File: src/rtl/hm_pp_pkg.sv
package hm_pp_pkg;
  // Default geometry: 3-bit group address, 16-bit partial products.
  localparam int DEF_ADDR_W = 3;
  localparam int DEF_DATA_W = 16;

  // Role of a folded address: plain half or complement half of the table.
  typedef enum logic {
    HALF_PLAIN = 1'b0,
    HALF_FLIP  = 1'b1
  } half_e;
endpackage

File: src/rtl/hm_addr_fold.sv
module hm_addr_fold
  import hm_pp_pkg::*;
#(
  parameter int ADDR_W = DEF_ADDR_W,
  localparam int IDX_W = ADDR_W - 1
) (
  input  logic [ADDR_W-1:0] addr,
  output logic [IDX_W-1:0]  idx,
  output half_e             half
);
  // The top bit selects the complement half; complement the low bits for it.
  always_comb begin
    half = half_e'(addr[ADDR_W-1]);
    idx  = (half == HALF_FLIP) ? ~addr[IDX_W-1:0] : addr[IDX_W-1:0];
  end

  always_comb begin
    // p_fold_inverse_r1: folding keeps the complementary pairing intact
    p_fold_inverse_r1: assert ((idx ^ addr[IDX_W-1:0]) ==
                               {IDX_W{addr[ADDR_W-1]}});
  end
endmodule

File: src/rtl/hm_sat_neg.sv
module hm_sat_neg
  import hm_pp_pkg::*;
#(
  parameter int DATA_W = DEF_DATA_W
) (
  input  half_e                     half,
  input  logic signed [DATA_W-1:0]  din,
  output logic signed [DATA_W-1:0]  dout
);
  localparam logic signed [DATA_W-1:0] MIN_V = {1'b1, {(DATA_W-1){1'b0}}};
  localparam logic signed [DATA_W-1:0] MAX_V = {1'b0, {(DATA_W-1){1'b1}}};

  always_comb begin
    if (half == HALF_PLAIN)  dout = din;
    else if (din == MIN_V)   dout = MAX_V;
    else                     dout = -din;
  end

  always_comb begin
    // p_neg_exact_r3: away from the rail, the flipped path is an exact negation
    p_neg_exact_r3: assert (half == HALF_PLAIN || din == MIN_V ||
                            (dout + din) == '0);
    // p_neg_rail_r6: the flipped path never produces the most negative code
    p_neg_rail_r6: assert (half == HALF_PLAIN || dout != MIN_V);
  end
endmodule

File: src/rtl/hm_pp_store.sv
module hm_pp_store
  import hm_pp_pkg::*;
#(
  parameter int IDX_W  = DEF_ADDR_W - 1,
  parameter int DATA_W = DEF_DATA_W,
  localparam int DEPTH = 1 << IDX_W
) (
  input  logic                      clk,
  input  logic                      rst,
  input  logic                      wr_en,
  input  logic [IDX_W-1:0]          wr_idx,
  input  logic signed [DATA_W-1:0]  wr_delta,
  input  logic [IDX_W-1:0]          rd_idx,
  output logic signed [DATA_W-1:0]  rd_word
);
  localparam logic signed [DATA_W-1:0] MIN_V = {1'b1, {(DATA_W-1){1'b0}}};
  localparam logic signed [DATA_W-1:0] MAX_V = {1'b0, {(DATA_W-1){1'b1}}};

  logic signed [DATA_W-1:0] mem [DEPTH];
  logic signed [DATA_W:0]   wide_sum;
  logic signed [DATA_W-1:0] sat_sum;

  // One extra bit catches overflow; clamp toward the rail of the true sign.
  always_comb begin
    wide_sum = {mem[wr_idx][DATA_W-1], mem[wr_idx]} + {wr_delta[DATA_W-1], wr_delta};
    if (wide_sum[DATA_W] != wide_sum[DATA_W-1])
      sat_sum = wide_sum[DATA_W] ? MIN_V : MAX_V;
    else
      sat_sum = wide_sum[DATA_W-1:0];
  end

  assign rd_word = mem[rd_idx];

  always_ff @(posedge clk) begin
    if (rst) begin
      for (int i = 0; i < DEPTH; i++) mem[i] <= '0;
    end else if (wr_en) begin
      mem[wr_idx] <= sat_sum;
    end
  end

  for (genvar g = 0; g < DEPTH; g++) begin : g_word_chk
    // p_untouched_r10: a word not addressed by an update keeps its value
    p_untouched_r10: assert property (@(posedge clk) disable iff (rst)
      !(wr_en && wr_idx == IDX_W'(g)) |=> $stable(mem[g]));
    // p_sat_up_r7: adding a non-negative delta never lowers a word
    p_sat_up_r7: assert property (@(posedge clk) disable iff (rst)
      (wr_en && wr_idx == IDX_W'(g) && !wr_delta[DATA_W-1]) |=>
        ($signed(mem[g]) >= $signed($past(mem[g]))));
    // p_sat_down_r7: adding a negative delta never raises a word
    p_sat_down_r7: assert property (@(posedge clk) disable iff (rst)
      (wr_en && wr_idx == IDX_W'(g) && wr_delta[DATA_W-1]) |=>
        ($signed(mem[g]) <= $signed($past(mem[g]))));
  end
endmodule

File: src/rtl/hm_pp_table.sv
module hm_pp_table
  import hm_pp_pkg::*;
#(
  parameter int ADDR_W = DEF_ADDR_W,
  parameter int DATA_W = DEF_DATA_W,
  localparam int IDX_W = ADDR_W - 1
) (
  input  logic                      clk,
  input  logic                      rst,
  input  logic                      rd_en,
  input  logic [ADDR_W-1:0]         rd_addr,
  input  logic                      upd_en,
  input  logic [ADDR_W-1:0]         upd_addr,
  input  logic signed [DATA_W-1:0]  upd_val,
  output logic signed [DATA_W-1:0]  rd_data,
  output logic                      rd_valid
);
  logic [IDX_W-1:0]         rd_idx, up_idx;
  half_e                    rd_half, up_half;
  logic signed [DATA_W-1:0] raw_word, rd_next, up_delta;

  hm_addr_fold #(.ADDR_W(ADDR_W)) u_rd_fold (
    .addr(rd_addr), .idx(rd_idx), .half(rd_half));

  hm_addr_fold #(.ADDR_W(ADDR_W)) u_up_fold (
    .addr(upd_addr), .idx(up_idx), .half(up_half));

  // Write-side negator: the complement half accumulates the negated value.
  hm_sat_neg #(.DATA_W(DATA_W)) u_up_neg (
    .half(up_half), .din(upd_val), .dout(up_delta));

  hm_pp_store #(.IDX_W(IDX_W), .DATA_W(DATA_W)) u_store (
    .clk(clk), .rst(rst),
    .wr_en(upd_en), .wr_idx(up_idx), .wr_delta(up_delta),
    .rd_idx(rd_idx), .rd_word(raw_word));

  // Read-side negator on the pre-update word, then the output register.
  hm_sat_neg #(.DATA_W(DATA_W)) u_rd_neg (
    .half(rd_half), .din(raw_word), .dout(rd_next));

  always_ff @(posedge clk) begin
    if (rst) begin
      rd_data  <= '0;
      rd_valid <= 1'b0;
    end else begin
      rd_valid <= rd_en;
      if (rd_en) rd_data <= rd_next;
    end
  end

  // p_valid_follow_r2: an accepted read raises the valid flag one edge later
  p_valid_follow_r2: assert property (@(posedge clk) disable iff (rst)
    rd_en |=> rd_valid);
  // p_idle_hold_r10: with no read, the output holds and valid stays low
  p_idle_hold_r10: assert property (@(posedge clk) disable iff (rst)
    !rd_en |=> (!rd_valid && $stable(rd_data)));
  // p_reset_clear_r9: reset empties the output register
  p_reset_clear_r9: assert property (@(posedge clk)
    rst |=> (rd_data == '0 && !rd_valid));
endmodule

File: config.mk
export PLATFORM = sky130hd
export DESIGN_NAME = hm_pp_table
export DESIGN_NICKNAME = d
export VERILOG_FILES = /design/src/rtl/hm_pp_pkg.sv /design/src/rtl/hm_addr_fold.sv /design/src/rtl/hm_sat_neg.sv /design/src/rtl/hm_pp_store.sv /design/src/rtl/hm_pp_table.sv
export SDC_FILE = /design/constraint.sdc
export NUM_CORES = 1
export LEC_CHECK = 0
export BUFFER_PORTS_ARGS = -buffer_cell sky130_fd_sc_hd__buf_2
export CAP_MARGIN = 20
export CORE_AREA = 2 2 107 109
export CTS_CLUSTER_DIAMETER = 200
export DETAILED_ROUTE_END_ITERATION = 10
export DIE_AREA = 0 0 109 111
export GPL_ROUTABILITY_DRIVEN = 0
export PLACE_DENSITY = 0.69
export SLEW_MARGIN = 20
export SYNTH_ARGS = -nofsm -noshare
export SYNTH_HDL_FRONTEND = slang
export SYNTH_SLANG_ARGS = --single-unit
export TNS_END_PERCENT = 1
File: constraint.sdc
create_clock -name clk -period 10.93 [get_ports clk]
set_input_delay 1.093 -clock clk [delete_from_list [all_inputs] [get_ports clk]]
set_output_delay 1.093 -clock clk [all_outputs]
set_load 0.005 [all_outputs]
==> impl_metrics.json <==
{
  "status": "finished, final reports clean",
  "synth_cell_type_count": 63,
  "critPathSlowestCell": "sky130_fd_sc_hd__nor3b_2",
  "starting_density_of_the_core": 0.496,
  "timing.hold.worst.class": "register to register",
  "wl_met2_mm": 6.78,
  "clock_tree.root_cell": "sky130_fd_sc_hd__clkbuf_16",
  "yosys.area_share.adder": 0.0446,
  "synth_simple_gate_area_share": 0.121,
  "ys_warn_count": 0,
  "worst_ep_arrival_time_ns": 6.13,
  "p_leak_uw": 0.00230,
  "whs_path_depth": 2,
  "worst_skew_pair.late_latency_ns": 0.34,
  "area_added_between_synthesis_and_finish_pct": 11.8,
  "antenna-diode-count": 0,
  "cts.htree.levels": 3,
  "cts_resized": 0,
  "critPathBufInv": 2,
  "drt-wirelength-per-cell_um": 19.6,
  "post_synth.cell_area_avg_um2": 10.9,
  "worstSetupPathType": "input pin to register",
  "whs_endpoint": "rd_data[4]$_SDFFE_PP0P_",
  "timing_worst_slew_pin_value_ns": 0.813,
  "ff2ff_path_depth": 10,
  "layout_min_cycle_time_ns": 6.08,
  "syn-cell-area_mm2": 0.00550,
  "yosys_most_used_dff": "sky130_fd_sc_hd__edfxtp_1",
  "synth_sequential_area_ratio": 0.411,
  "drc_errors": 0,
  "routedLengthMet1_mm": 5.58,
  "final.setup.tns_ns": 0,
  "r2r_end": "u_store.mem[2][2]$_SDFFCE_PN0P_",
  "num-nets-final": 580,
  "synth_area_in_compound_gates": 0.196,
  "cpMostUsedCell": "sky130_fd_sc_hd__o21ai_0",
  "die-width_um": 109,
  "detailroute.via_count": 4310,
  "detailroute.wirelength.met3_um": 761,
  "std_cell_rows": 39,
  "final_max_tran_viols": 0,
  "dr.max_layer_used": "met4",
  "postSynthCellCount": 506,
  "synth-seq-cells": 81,
  "grtUsageTotal": 0.234,
  "crit_chain": "buf_2 -> inv_1 -> ha_1 -> or3b_2 -> nand4b_1 -> nand3b_1 -> nor3b_2 -> o21ai_0 -> o21ai_0 -> ha_1 -> a21oi_1 -> o21ai_0 -> a221o_1 -> o21ai_0 -> or3b_2 -> nand3b_1 -> a21oi_1",
  "synth_largest_area_cell": "sky130_fd_sc_hd__edfxtp_1",
  "fraction_of_layout_cells_with_a_size_suffix_above_1": 0.219,
  "r2r_start": "u_store.mem[3][0]$_DFFE_PP_",
  "grt_first_pass_wirelength_mm": 21.5,
  "hpwl_after_dpl_mm": 9.57,
  "hold_viol_final": 0,
  "design.die.area_mm2": 0.0121,
  "worst_ir_drop_vdd_uv": 118,
  "fin_worst_skew_ns": 0.00636,
  "wl_mm": 13.4,
  "grt_overflow_total": 0,
  "critPathLaunchType": "input pin",
  "crit_path_max_fanout": 15,
  "maxClockFrequency_ghz": 0.164,
  "numCtsBuffers": 9,
  "die_height_um": 111,
  "synth.top_cell.area_share": 0.349,
  "min_period_over_period": 0.556,
  "multiplexer_share_of_the_synthesized_area": 0.149,
  "fin_area_mm2": 0.00615,
  "post_synth_xor_area_fraction": 0.0473,
  "crit_path_end_kind": "register",
  "core_footprint_mm2": 0.0111,
  "clock_tree.buffer_depth": 2,
  "number_of_port_buffers": 42,
  "synth_most_common_cell": "sky130_fd_sc_hd__a21oi_1",
  "slew_headroom": 0.456,
  "place_area_mm2": 0.00583,
  "number_of_nets_in_the_synthesized_netlist": 551,
  "cpLargestDelayFamily": "simple AND/OR/NAND/NOR gates",
  "min-delay-start": "rd_data[4]$_SDFFE_PP0P_",
  "number_of_antenna_violations_at_the_first_check_in_global_routing": 0,
  "cap_violations": 0,
  "totalPowerFinal_uw": 1090,
  "clkSinkCount": 81,
  "setup_viol": 0,
  "share_of_synthesized_flip_flops_with_an_asynchronous_set_or_reset": 0,
  "critPathRequiredTime_ns": 10.98,
  "holdBufCountCts": 0,
  "clk_pin_slew_worst_setup_hold_paths_ns": 0.06,
  "synth_area_leaders": "sky130_fd_sc_hd__edfxtp_1 (35%), sky130_fd_sc_hd__mux4_2 (14%), sky130_fd_sc_hd__a21oi_1 (6.4%)",
  "grt_setup_unrepaired": "no",
  "final_cell_count_no_fill": 683,
  "cts_post_setup_buffers_inserted": 0,
  "drt.antenna.violating_nets": 0,
  "most_common_library_cells_after_synthesis": "sky130_fd_sc_hd__a21oi_1 (70), sky130_fd_sc_hd__edfxtp_1 (64), sky130_fd_sc_hd__nor2_1 (41)",
  "vias_per_cell": 6.31,
  "ff2ff_setup_slack_ns": 6.95,
  "cts_tree": "done",
  "design.portCount": 43,
  "place.detailed.instances": 667,
  "first_global_vias": 4104,
  "synth_top_family_by_area": "compound AO/OA/AOI/OAI gates",
  "initialDrtViolationCount": 394,
  "power-per-cell-area_mw_per_mm2": 177,
  "pin_count_of_the_biggest_net_entering_global_routing": 61,
  "detailedRoute.firstPassIterationCount": 5,
  "synth-edff-count": 64,
  "critPathMaxStageDelay_ns": 0.64
}
## worst min-delay path, delay by kind of cell (launching register included)
family / cells / cell delay [ns]
AND/OR/NAND/NOR: 1 / 0.08
AO/OA/AOI/OAI: 1 / 0.05
flip-flops: 1 / 0.30
## cells in the final DEF, fill, tap and decap left out, types with 4 or more instances in the layout
master,n
sky130_fd_sc_hd__a21oi_1,70
sky130_fd_sc_hd__edfxtp_1,64
sky130_fd_sc_hd__buf_2,42
sky130_fd_sc_hd__nor2_1,41
sky130_fd_sc_hd__o21ai_0,36
sky130_fd_sc_hd__mux4_2,33
sky130_fd_sc_hd__nand2_1,21
sky130_fd_sc_hd__ha_1,18
sky130_fd_sc_hd__dfxtp_1,17
sky130_fd_sc_hd__xnor2_1,13
sky130_fd_sc_hd__inv_1,12
sky130_fd_sc_hd__nor3_1,11
sky130_fd_sc_hd__xor2_1,11
sky130_fd_sc_hd__clkbuf_16,9
sky130_fd_sc_hd__o22ai_1,8
sky130_fd_sc_hd__nand2b_1,7
sky130_fd_sc_hd__a211oi_1,7
sky130_fd_sc_hd__o21bai_1,7
sky130_fd_sc_hd__o31ai_1,6
sky130_fd_sc_hd__nor2b_1,6
sky130_fd_sc_hd__nand3b_1,5
sky130_fd_sc_hd__o21a_1,5
sky130_fd_sc_hd__a31oi_1,5
sky130_fd_sc_hd__nand3_1,5
sky130_fd_sc_hd__a21o_1,5
sky130_fd_sc_hd__buf_4,5
sky130_fd_sc_hd__a31o_2,4
sky130_fd_sc_hd__a311oi_1,4
## metrics by stage
| step | util | setup slack, ns | hold slack, ns |
|---|---|---|---|
| after CTS | 0.555 | 4.52 | 0.487 |
| after detailed placement | 0.526 | 4.17 | 0.474 |
| after global placement | 0.526 | 4.40 | 0.465 |
| after global routing | 0.555 | 4.42 | 0.523 |
| final | 0.555 | 4.85 | 0.487 |
| after floorplan | - | 5.37 | 0.468 |
## how the worst max path moves through the flow
stage | slack, ns | cells past startpoint | to | from
finish | 4.85 | 17 | u_store.mem[2][2]$_SDFFCE_PN0P_ | upd_val[0]
global route | 4.42 | 17 | u_store.mem[2][2]$_SDFFCE_PN0P_ | upd_val[0]
CTS | 4.52 | 17 | u_store.mem[2][3]$_SDFFCE_PN0P_ | upd_val[0]
detailed placement | 4.17 | 17 | u_store.mem[2][3]$_SDFFCE_PN0P_ | upd_val[0]
global placement | 4.40 | 17 | u_store.mem[2][2]$_SDFFCE_PN0P_ | upd_val[0]
floorplan | 5.37 | 13 | u_store.mem[3][10]$_DFFE_PP_ | upd_addr[0]
## final cells by class
class                           count  area, µm²
Multi-Input combinational cell    384       3100
Clock inverter                      6       82.6
Timing Repair Buffer               47        248
Clock buffer                       10        229
Sequential cell                    81       2260
Tap cell                          143        179
Fill cell                         953       4930
Inverter                           12       45.0
## kinds of logic (layout without fill, tap and decap cells)
group | count (synthesis) | in the layout
buf+inv | 41 | 75
mux | 39 | 39
compound gates | 173 | 173
simple gates | 125 | 125
fa+ha+maj | 19 | 19
flops | 81 | 81
xor+xnor | 28 | 28
## where the power goes
part | internal, µW | leakage (µW) | switching [µW]
clock network | 198 | 0.000144 | 117
registers | 375 | 0.000811 | 19.0
logic | 143 | 0.00135 | 237
total | 716 | 0.00230 | 373
## flip-flops by register name, summed over array words and instances, names as in the netlist
| register | flops |
|---|---|
| u_store.mem | 64 |
| rd_data | 16 |
| rd_valid | 1 |
## layer usage
metal  vias up  global-route usage
li1       2047                   -
met1      2108               0.319
met2       140               0.369
met3        15              0.0476
met4         0              0.0880
met5         -                   0
Power figures use the tool's default switching activity.
